--- config.mk ---
export PLATFORM = sky130hd
export DESIGN_NAME = pin_stream_unpacker
export DESIGN_NICKNAME = d
export VERILOG_FILES = /design/src/rtl/pss_pkg.sv /design/src/rtl/pss_tick_gen.sv /design/src/rtl/pss_word_slot.sv /design/src/rtl/pin_stream_unpacker.sv
export SDC_FILE = /design/constraint.sdc
export NUM_CORES = 1
export LEC_CHECK = 0
export ABC_AREA = 1
export BUFFER_PORTS_ARGS = -buffer_cell sky130_fd_sc_hd__buf_4
export CAP_MARGIN = 0
export CORE_MARGIN = 1
export CORE_UTILIZATION = 35
export CTS_BUF_LIST = sky130_fd_sc_hd__clkbuf_8
export DETAILED_ROUTE_END_ITERATION = 16
export SLEW_MARGIN = 20
export SYNTH_ARGS = -nofsm -noshare
export SYNTH_HDL_FRONTEND = slang
export SYNTH_SLANG_ARGS = --single-unit
--- constraint.sdc ---
create_clock -name clk -period 3.3 [get_ports clk]
set_input_delay 0.165 -clock clk [delete_from_list [all_inputs] [get_ports clk]]
set_output_delay 0.165 -clock clk [all_outputs]
set_load 0.02 [all_outputs]
--- src/rtl/pss_pkg.sv ---
package pss_pkg;
  localparam int WORD_W = 32;
  localparam int PIN_W  = 22;
  localparam int DIV_W  = 16;
  localparam int MODE_W = 3;
  localparam int B_BASE = 11;

  localparam logic [MODE_W-1:0] M_S8  = 3'd0;
  localparam logic [MODE_W-1:0] M_S10 = 3'd1;
  localparam logic [MODE_W-1:0] M_S11 = 3'd2;
  localparam logic [MODE_W-1:0] M_S12 = 3'd3;
  localparam logic [MODE_W-1:0] M_D8  = 3'd4;
  localparam logic [MODE_W-1:0] M_D11 = 3'd5;

  typedef logic [WORD_W-1:0] word_t;
  typedef logic [PIN_W-1:0]  pins_t;
  typedef logic [DIV_W:0]    period_t;
  typedef logic [MODE_W-1:0] mode_t;

  function automatic mode_t norm_mode(input mode_t m);
    return (m > M_D11) ? M_S8 : m;
  endfunction

  function automatic logic [2:0] per_word(input mode_t m);
    case (m)
      M_S10:              return 3'd3;
      M_S11, M_S12, M_D8: return 3'd2;
      M_D11:              return 3'd1;
      default:            return 3'd4;
    endcase
  endfunction

  function automatic logic [4:0] stride(input mode_t m);
    case (m)
      M_S10:   return 5'd10;
      M_S11:   return 5'd11;
      M_S12:   return 5'd12;
      M_D8:    return 5'd16;
      M_D11:   return 5'd22;
      default: return 5'd8;
    endcase
  endfunction

  function automatic period_t eff_period(input mode_t m, input logic [DIV_W-1:0] m1);
    period_t d;
    period_t lo;
    d = period_t'(m1) + period_t'(1);
    case (per_word(m))
      3'd2:    lo = period_t'(2);
      3'd1:    lo = period_t'(3);
      default: lo = period_t'(1);
    endcase
    return (d < lo) ? lo : d;
  endfunction

  function automatic logic [5:0] bit_offset(input mode_t m, input logic [1:0] slot);
    return 6'(slot) * 6'(stride(m));
  endfunction

  function automatic pins_t place(input mode_t m, input word_t raw);
    pins_t p;
    p = '0;
    case (m)
      M_S10: p[9:0]  = raw[9:0];
      M_S11: p[10:0] = raw[10:0];
      M_S12: p[11:0] = raw[11:0];
      M_D8: begin
        p[7:0] = raw[7:0];
        for (int i = 0; i < 8; i++) p[B_BASE+i] = raw[15-i];
      end
      M_D11: begin
        p[10:0] = raw[10:0];
        for (int i = 0; i < 11; i++) p[B_BASE+i] = raw[21-i];
      end
      default: p[7:0] = raw[7:0];
    endcase
    return p;
  endfunction
endpackage

--- src/rtl/pss_tick_gen.sv ---
module pss_tick_gen #(
  parameter int DIV_W = 16
) (
  input  logic           clk,
  input  logic           rst_n,
  input  logic           clear,
  input  logic           enable,
  input  logic [DIV_W:0] period,
  output logic           tick
);
  logic [DIV_W-1:0] cnt_q;
  logic [DIV_W:0]   last_v;

  assign last_v = period - 1'b1;
  assign tick   = enable && !clear && ({1'b0, cnt_q} == last_v);

  always_ff @(posedge clk or negedge rst_n) begin
    if (!rst_n)                 cnt_q <= '0;
    else if (clear || !enable)  cnt_q <= '0;
    else if (tick)              cnt_q <= '0;
    else                        cnt_q <= cnt_q + 1'b1;
  end
endmodule

--- src/rtl/pss_word_slot.sv ---
module pss_word_slot
  import pss_pkg::*;
(
  input  logic  clk,
  input  logic  rst_n,
  input  logic  clear,
  input  logic  run,
  input  logic  tick,
  input  mode_t mode,
  input  logic  fifo_empty,
  input  word_t fifo_rdata,
  output logic  fifo_rd,
  output logic  emit,
  output logic  starve,
  output word_t sample_raw
);
  word_t      word_q;
  logic       have_q;
  logic [1:0] slot_q;
  logic [2:0] spw;
  logic       tick_hit;
  logic       last;
  word_t      src;
  logic [1:0] src_slot;

  assign spw      = per_word(mode);
  assign tick_hit = run && tick;
  assign fifo_rd  = run && !clear && !have_q && !fifo_empty;
  assign emit     = tick_hit && (have_q || !fifo_empty);
  assign starve   = tick_hit && !have_q && fifo_empty;
  assign last     = ({1'b0, slot_q} == (spw - 3'd1));
  assign src      = have_q ? word_q : fifo_rdata;
  assign src_slot = have_q ? slot_q : 2'd0;
  assign sample_raw = src >> bit_offset(mode, src_slot);

  always_ff @(posedge clk or negedge rst_n) begin
    if (!rst_n) begin
      word_q <= '0;
      have_q <= 1'b0;
      slot_q <= '0;
    end else if (clear) begin
      have_q <= 1'b0;
      slot_q <= '0;
    end else if (fifo_rd) begin
      word_q <= fifo_rdata;
      if (tick_hit) begin
        have_q <= (spw != 3'd1);
        slot_q <= 2'd1;
      end else begin
        have_q <= 1'b1;
        slot_q <= 2'd0;
      end
    end else if (tick_hit && have_q) begin
      if (last) begin
        have_q <= 1'b0;
        slot_q <= '0;
      end else begin
        slot_q <= slot_q + 2'd1;
      end
    end
  end
endmodule

--- src/rtl/pin_stream_unpacker.sv ---
module pin_stream_unpacker
  import pss_pkg::*;
(
  input  logic        clk,
  input  logic        rst_n,
  input  logic        restart,
  input  logic [2:0]  cfg_mode,
  input  logic [15:0] cfg_div_m1,
  input  logic        fifo_empty,
  input  logic [31:0] fifo_rdata,
  output logic        fifo_rd,
  output logic [21:0] pins,
  output logic        underrun
);
  mode_t   mode_q;
  period_t div_q;
  logic    running;
  pins_t   pins_q;
  logic    under_q;

  logic    tick;
  logic    emit;
  logic    underrun_evt;
  word_t   sample_raw;

  pss_tick_gen #(.DIV_W(DIV_W)) u_tick (
    .clk    (clk),
    .rst_n  (rst_n),
    .clear  (restart),
    .enable (running),
    .period (div_q),
    .tick   (tick)
  );

  pss_word_slot u_slot (
    .clk        (clk),
    .rst_n      (rst_n),
    .clear      (restart),
    .run        (running),
    .tick       (tick),
    .mode       (mode_q),
    .fifo_empty (fifo_empty),
    .fifo_rdata (fifo_rdata),
    .fifo_rd    (fifo_rd),
    .emit       (emit),
    .starve     (underrun_evt),
    .sample_raw (sample_raw)
  );

  always_ff @(posedge clk or negedge rst_n) begin
    if (!rst_n) begin
      mode_q  <= M_S8;
      div_q   <= period_t'(1);
      running <= 1'b0;
      pins_q  <= '0;
      under_q <= 1'b0;
    end else if (restart) begin
      mode_q  <= norm_mode(cfg_mode);
      div_q   <= eff_period(norm_mode(cfg_mode), cfg_div_m1);
      running <= 1'b1;
      pins_q  <= '0;
      under_q <= 1'b0;
    end else begin
      if (emit)         pins_q  <= place(mode_q, sample_raw);
      if (underrun_evt) under_q <= 1'b1;
    end
  end

  assign pins     = pins_q;
  assign underrun = under_q;
endmodule

* Yosys cells after proc, flatten, opt, wreduce, memory -nomap -nowiden
Cells that the tools add are included.
** Operators by class
- Order comparisons :: 2
- Shift-type cells :: 1
- Muxes and demuxes :: 31
- $add $sub $neg :: 5
- Reductions and logical operators :: 25
- Bitwise gates (word level) :: 1
- $mul :: 1
- Equal/unequal tests :: 15
** Operator list (number)
- 22-bit 2-to-1 mux :: 2
- 17-bit 2-to-1 mux :: 2
- 16-bit 2-to-1 mux :: 2
- 32-bit 2-to-1 mux :: 1
- 32-bit by 6-bit right shift with 22-bit output :: 1
- 5-bit one-hot mux with 5 select lines :: 1
- 3-bit one-hot mux with 3 select lines :: 2
- 16-bit by 1-bit adder with 17-bit output, second input constant :: 1
- 16-bit by 17-bit == test with 1-bit output :: 1
- 17-bit less-than comparator :: 1
- 17-bit by 1-bit subtractor with 17-bit output, second input constant :: 1
- 16-bit by 1-bit adder with 16-bit output, second input constant :: 1
- 3-bit by 2-bit == test with 1-bit output, second input constant :: 5
- 7-bit one-hot mux with 2 select lines :: 1
- 3-bit == test, second input constant :: 4
- 2-bit 2-to-1 mux :: 6
- 3-bit by 1-bit == test with 1-bit output, second input constant :: 3
- 1-bit logical AND :: 9
- 1-bit 2-to-1 mux :: 9
- 3-bit 2-to-1 mux :: 3
- 3-bit OR reduction :: 3
- 2-bit by 5-bit multiplier with 6-bit output :: 1
- 3-bit nonzero test :: 2
- 1-bit zero test :: 4
- other kinds (12) :: 15
** Word-level totals
- Output and inout bits :: 24
- Input bits :: 55
- Flip-flop bits (word level) :: 95
- Logic and storage cells :: 90

* Longest topological paths before layout
- Depth after elaboration :: 11
- Mapped depth :: 19
- Depth with buffers taken out :: 18

* By module
Synthesis repeated with hierarchy kept, for this count alone.
** Second synthesis, totals
- Cell total of the unflattened synthesis :: 1327
- Area total of the unflattened synthesis :: 8146.6 sq um
** Modules (own cells, without submodules)
- pss_word_slot :: cells an instance 676, sequential area each 875.8 sq um, area each 3887.5 sq um, instances 1
- pin_stream_unpacker :: cells an instance 324, sequential area each 1102.3 sq um, area each 2386.0 sq um, instances 1
- pss_tick_gen :: cells an instance 327, sequential area each 400.4 sq um, area each 1873.0 sq um, instances 1

* Least setup slack after synthesis
Ideal clock, no wire load.
- Path kind :: reg-to-reg
- Start point :: register mode_q[1]
- End point :: register pins_q[11] (netlist: pins[11])
- Stages on the path, launching flop included :: 17
- Slack :: 334 ps
- Setup time :: 117 ps
- Path buffers :: 2
- Required time :: 3183 ps
- Clock period less this slack :: 2966 ps
- Data arrival time :: 2849 ps
- Path through :: dfrtp_1 > inv_1 > ha_1 > o21ai_0 > o21ai_0 > nor2_1 > ha_1 > fa_1 > clkbuf_1 > buf_1 > nand3_1 > nand3_1 > nand3_1 > nand3_1 > nand3_1 > nand2_1 > nand2_1
** On the way
- Cells in the longest elaborated chain, start to end :: 7
- Elaborated cells on any way between the ends :: 11
- Classes of those cells :: mul (1); eq/ne (5); shift (1); mux (4)
** Ends and longest elaborated chain
- start, declared :: RTL line pin_stream_unpacker.sv:15 : mode_t mode_q;
- start signal, assigned :: RTL line pin_stream_unpacker.sv:58 : mode_q <= norm_mode(cfg_mode);
- 3-bit == test, or another cell as far along :: RTL line pss_pkg.sv:34, pss_pkg.sv:63
- 5-bit one-hot mux with 5 select lines :: RTL line pss_pkg.sv:34 : case (m)
- 2-bit by 5-bit multiplier with 6-bit output :: RTL line pss_pkg.sv:57 : return 6'(slot) * 6'(stride(m));
- 32-bit by 6-bit right shift with 22-bit output :: RTL line pss_word_slot.sv:34 : assign sample_raw = src >> bit_offset(mode, src_slot);
- 1-bit one-hot mux with 3 select lines (*) :: RTL line pss_pkg.sv:63 : case (m)
- 22-bit 2-to-1 mux (*) :: RTL line pin_stream_unpacker.sv:64 : if (emit) pins_q <= place(mode_q, sample_raw);
- 22-bit 2-to-1 mux (*) :: RTL line pin_stream_unpacker.sv:57 : end else if (restart) begin
- end signal, assigned :: RTL line pin_stream_unpacker.sv:64
- end, declared :: RTL line pin_stream_unpacker.sv:18 : pins_t pins_q;
Mark *: on every way between the ends. The rest lies on a longest branch, timed or not. The select of a mux whose other input is x is not followed.
A chain may end at the register's enable or synchronous reset.

* Final worst setup path
Ends and elaborated chain as after synthesis.

==> impl_metrics.py <==
metrics = {
    "global_routing": {
        "globalRouteTotalUtil": 0.206,
        "overflow": 0,
        "antenna_found_initial": 0,
        "grt_pass1_vias": 6937,
        "grt_pass1_wl_um": 35400,
        "grt_max_degree": 71,
    },
    "clock_tree": {
        "cts_max_level": 3,
        "cts-root-buf": "clkbuf_8",
        "insertion_delay_ps": 410,
        "cts_made_buffers": 9,
        "tritoncts": "yes",
        "clk_pin_slew_worst_paths_ps": 120,
        "numClockSinks": 95,
        "clock_path_buffers": 2,
    },
    "detailed_routing": {
        "ant_nets": 0,
        "vias_per_cell": 5.02,
        "drt_iter0_drc": 642,
        "drt-pass1-iter-count": 5,
        "drc": 0,
        "wl_per_cell_um": 14.3,
        "drt_wl_total_um": 21500,
        "via_count": 7567,
    },
    "yosys": {
        "synth-edff-count": 0,
        "synthMuxAreaShare": 0,
        "synth_compound_area_frac": 0.104,
        "yosysTopAreaCell": "dfrtp_1",
        "syn_nets": 1229,
        "synth_most_common_cell": "nand2_1",
        "async_reset_ff_frac": 1.00,
        "netlist_area_mm2": 0.00735,
        "synthTopCellsByArea": "dfrtp_1, nand2_1, nand3_1, o21ai_0, inv_1",
        "yosysSeqAreaShare": 0.324,
        "synth.distinct_cells": 38,
        "synth_top_family_by_area": "simple AND/OR/NAND/NOR gates",
        "synth_top_area_share": 0.320,
        "synth_fa_ha_area_frac": 0.0215,
        "syn_inst": 1162,
        "ys.flop_type": "dfrtp_1",
        "ys_ff_latch": 95,
        "syn_area_per_cell_um2": 6.32,
        "synth_xor_xnor_area_share": 0.0380,
        "ys_warn_count": 0,
        "synthSimpleGateAreaFrac": 0.421,
        "yosys-top-cells-count": "nand2_1, nand3_1, inv_1",
    },
    "cells_and_area": {
        "n_antenna_cell": 0,
        "drive_gt1_frac": 0.127,
        "fin_cells": 1508,
        "fin_util": 0.416,
        "nets": 1300,
        "area_delta_synth_final_pct": 15.6,
    },
    "sta": {
        "whs_ps": 32.5,
        "hold_viol_final": 0,
        "tightest_slew_ps": 915,
        "drv_slew": 0,
        "setup_tns_ps": 0,
        "rsz0062_at_grt": "false",
        "setup_violations": 0,
        "max_slew_margin": 0.385,
        "fmax_ghz": 0.329,
        "post-route-min-period_ps": 3040,
        "finalClockSkew_ps": 23.4,
        "fin_crit_sh": 0.921,
    },
    "pwr": {
        "power_density_mw_per_mm2": 424,
        "peakVddDrop_uv": 199,
        "p_leak_nw": 4.38,
        "total_power_mw": 3.60,
    },
    "setup_path": {
        "path_max_fanout": 28,
        "cp-end-kind": "register",
        "cp.arrival_ps": 3330,
        "crit_type": "register to register",
        "cp-start-kind": "register",
        "cp.required_ps": 3590,
    },
    "die": {
        "die_h_um": 147,
        "die-area_mm2": 0.0216,
        "io_pins": 79,
        "core-area_mm2": 0.0204,
        "die_x_um": 147,
        "rows": 52,
        "initial_core_util": 0.360,
    },
    "worst_hold_path": {
        "min_path_type": "primary input to register",
    },
    "run_status": {
        "status": "complete, no violations",
    },
    "placed_design": {
        "dp.cells": 1489,
        "gp_congestion": 0.940,
        "place.port_buffers": 78,
        "hpwl_um": 17000,
    },
    "run": {
        "maxCapViolCount": 0,
    },
}
-- flip-flops by register name, summed over array words and instances, names as in the netlist --
register and flops:
div_q 17, u_slot.have_q 1, running 1, u_tick.cnt_q 16, pins 22, u_slot.slot_q 2, underrun 1, u_slot.word_q 32
mode_q 3
-- what timing repair did --
item	4_1_cts	5_1_grt
hold buffers	1	0
buffers inserted	0	2
setup endpoints to repair	0	14
resized for setup	0	7
hold endpoints to repair	67	0
-- routing by layer --
metal | track usage | vias to the layer above | routed length, µm
li1 | - | 3893 | -
met1 | 0.294 | 3420 | 10500
met2 | 0.319 | 225 | 9420
met3 | 0.0292 | 29 | 1160
met4 | 0.0716 | 0 | 437
met5 | 0 | - | 0
-- cell families (layout without fill, tap and decap cells) --
kind of cell,after synthesis,in the layout
XOR/XNOR,31,31
flip-flops,95,95
AO/OA/AOI/OAI,145,145
buffers and inverters,168,244
AND/OR/NAND/NOR,711,711
adder cells (fa/ha/maj),12,12
-- path summary, 6_finish.rpt --
check                      slack (ps)                       endpoint             startpoint  cells past startpoint
max in group asynchronous        2060  u_slot.word_q[18]$_DFFE_PN0P_                  rst_n                      3
setup reg to reg                  260           pins[11]$_DFFE_PN0P_  mode_q[1]$_DFFE_PN0P_                     15
min in group asynchronous         420      u_tick.cnt_q[7]$_DFF_PN0_                  rst_n                      2
hold / removal                     30          mode_q[0]$_DFFE_PN0P_            cfg_mode[0]                      3
hold reg to reg                   450            running$_DFFE_PN0P_    running$_DFFE_PN0P_                      2
setup / recovery                  260           pins[11]$_DFFE_PN0P_  mode_q[1]$_DFFE_PN0P_                     15
-- power by group --
part / total (mW) / switching, mW / internal, mW
Combinational: 1.38 / 0.921 / 0.463
Clock: 0.801 / 0.503 / 0.298
Sequential: 1.42 / 0.108 / 1.31
Total: 3.60 / 1.53 / 2.07
-- cell usage in the layout, fill, tap and decap left out, drive strengths merged, types with 2 or more instances in the layout --
master  count
a21oi       8
buf       106
clkbuf      9
clkinv      6
dfrtp      94
ha         11
inv       122
nand2     389
nand3     197
nand3b      6
nand4       8
nor2       92
nor3       13
nor3b       2
o211ai     10
o21ai     122
o21bai      2
or2         3
xnor2      12
xor2       19
-- stage by stage --
stage / cell area (µm²) / setup slack (ps)
final: 8500 / 260
after global routing: 8500 / 17.4
after CTS: 8470 / 194
after detailed placement: 8260 / 244
after global placement: 8260 / 305
after floorplan: 7350 / 334
-- area by class of cell --
cell class	count	area, µm²
fillers	2246	11900
multi-input cells	899	4310
repair buffers	107	822
inverters	121	454
flip-flops and latches	95	2380
clock inverters	7	73.8
well taps	270	338
clock buffers	9	124
-- worst max-delay path, stage by stage (launching register included) --
cell and delay, ps:
dfrtp_1 420, inv_1 90, ha_1 300, o21ai_1 70
o21ai_0 110, nor2_1 70, ha_1 200, fa_1 400
xor2_1 350, inv_2 280, nand3_1 160, nand3_1 170
nand3_1 120, nand3_1 70, nand2_1 60, nand2_1 40
Power figures use the tool's default switching activity.
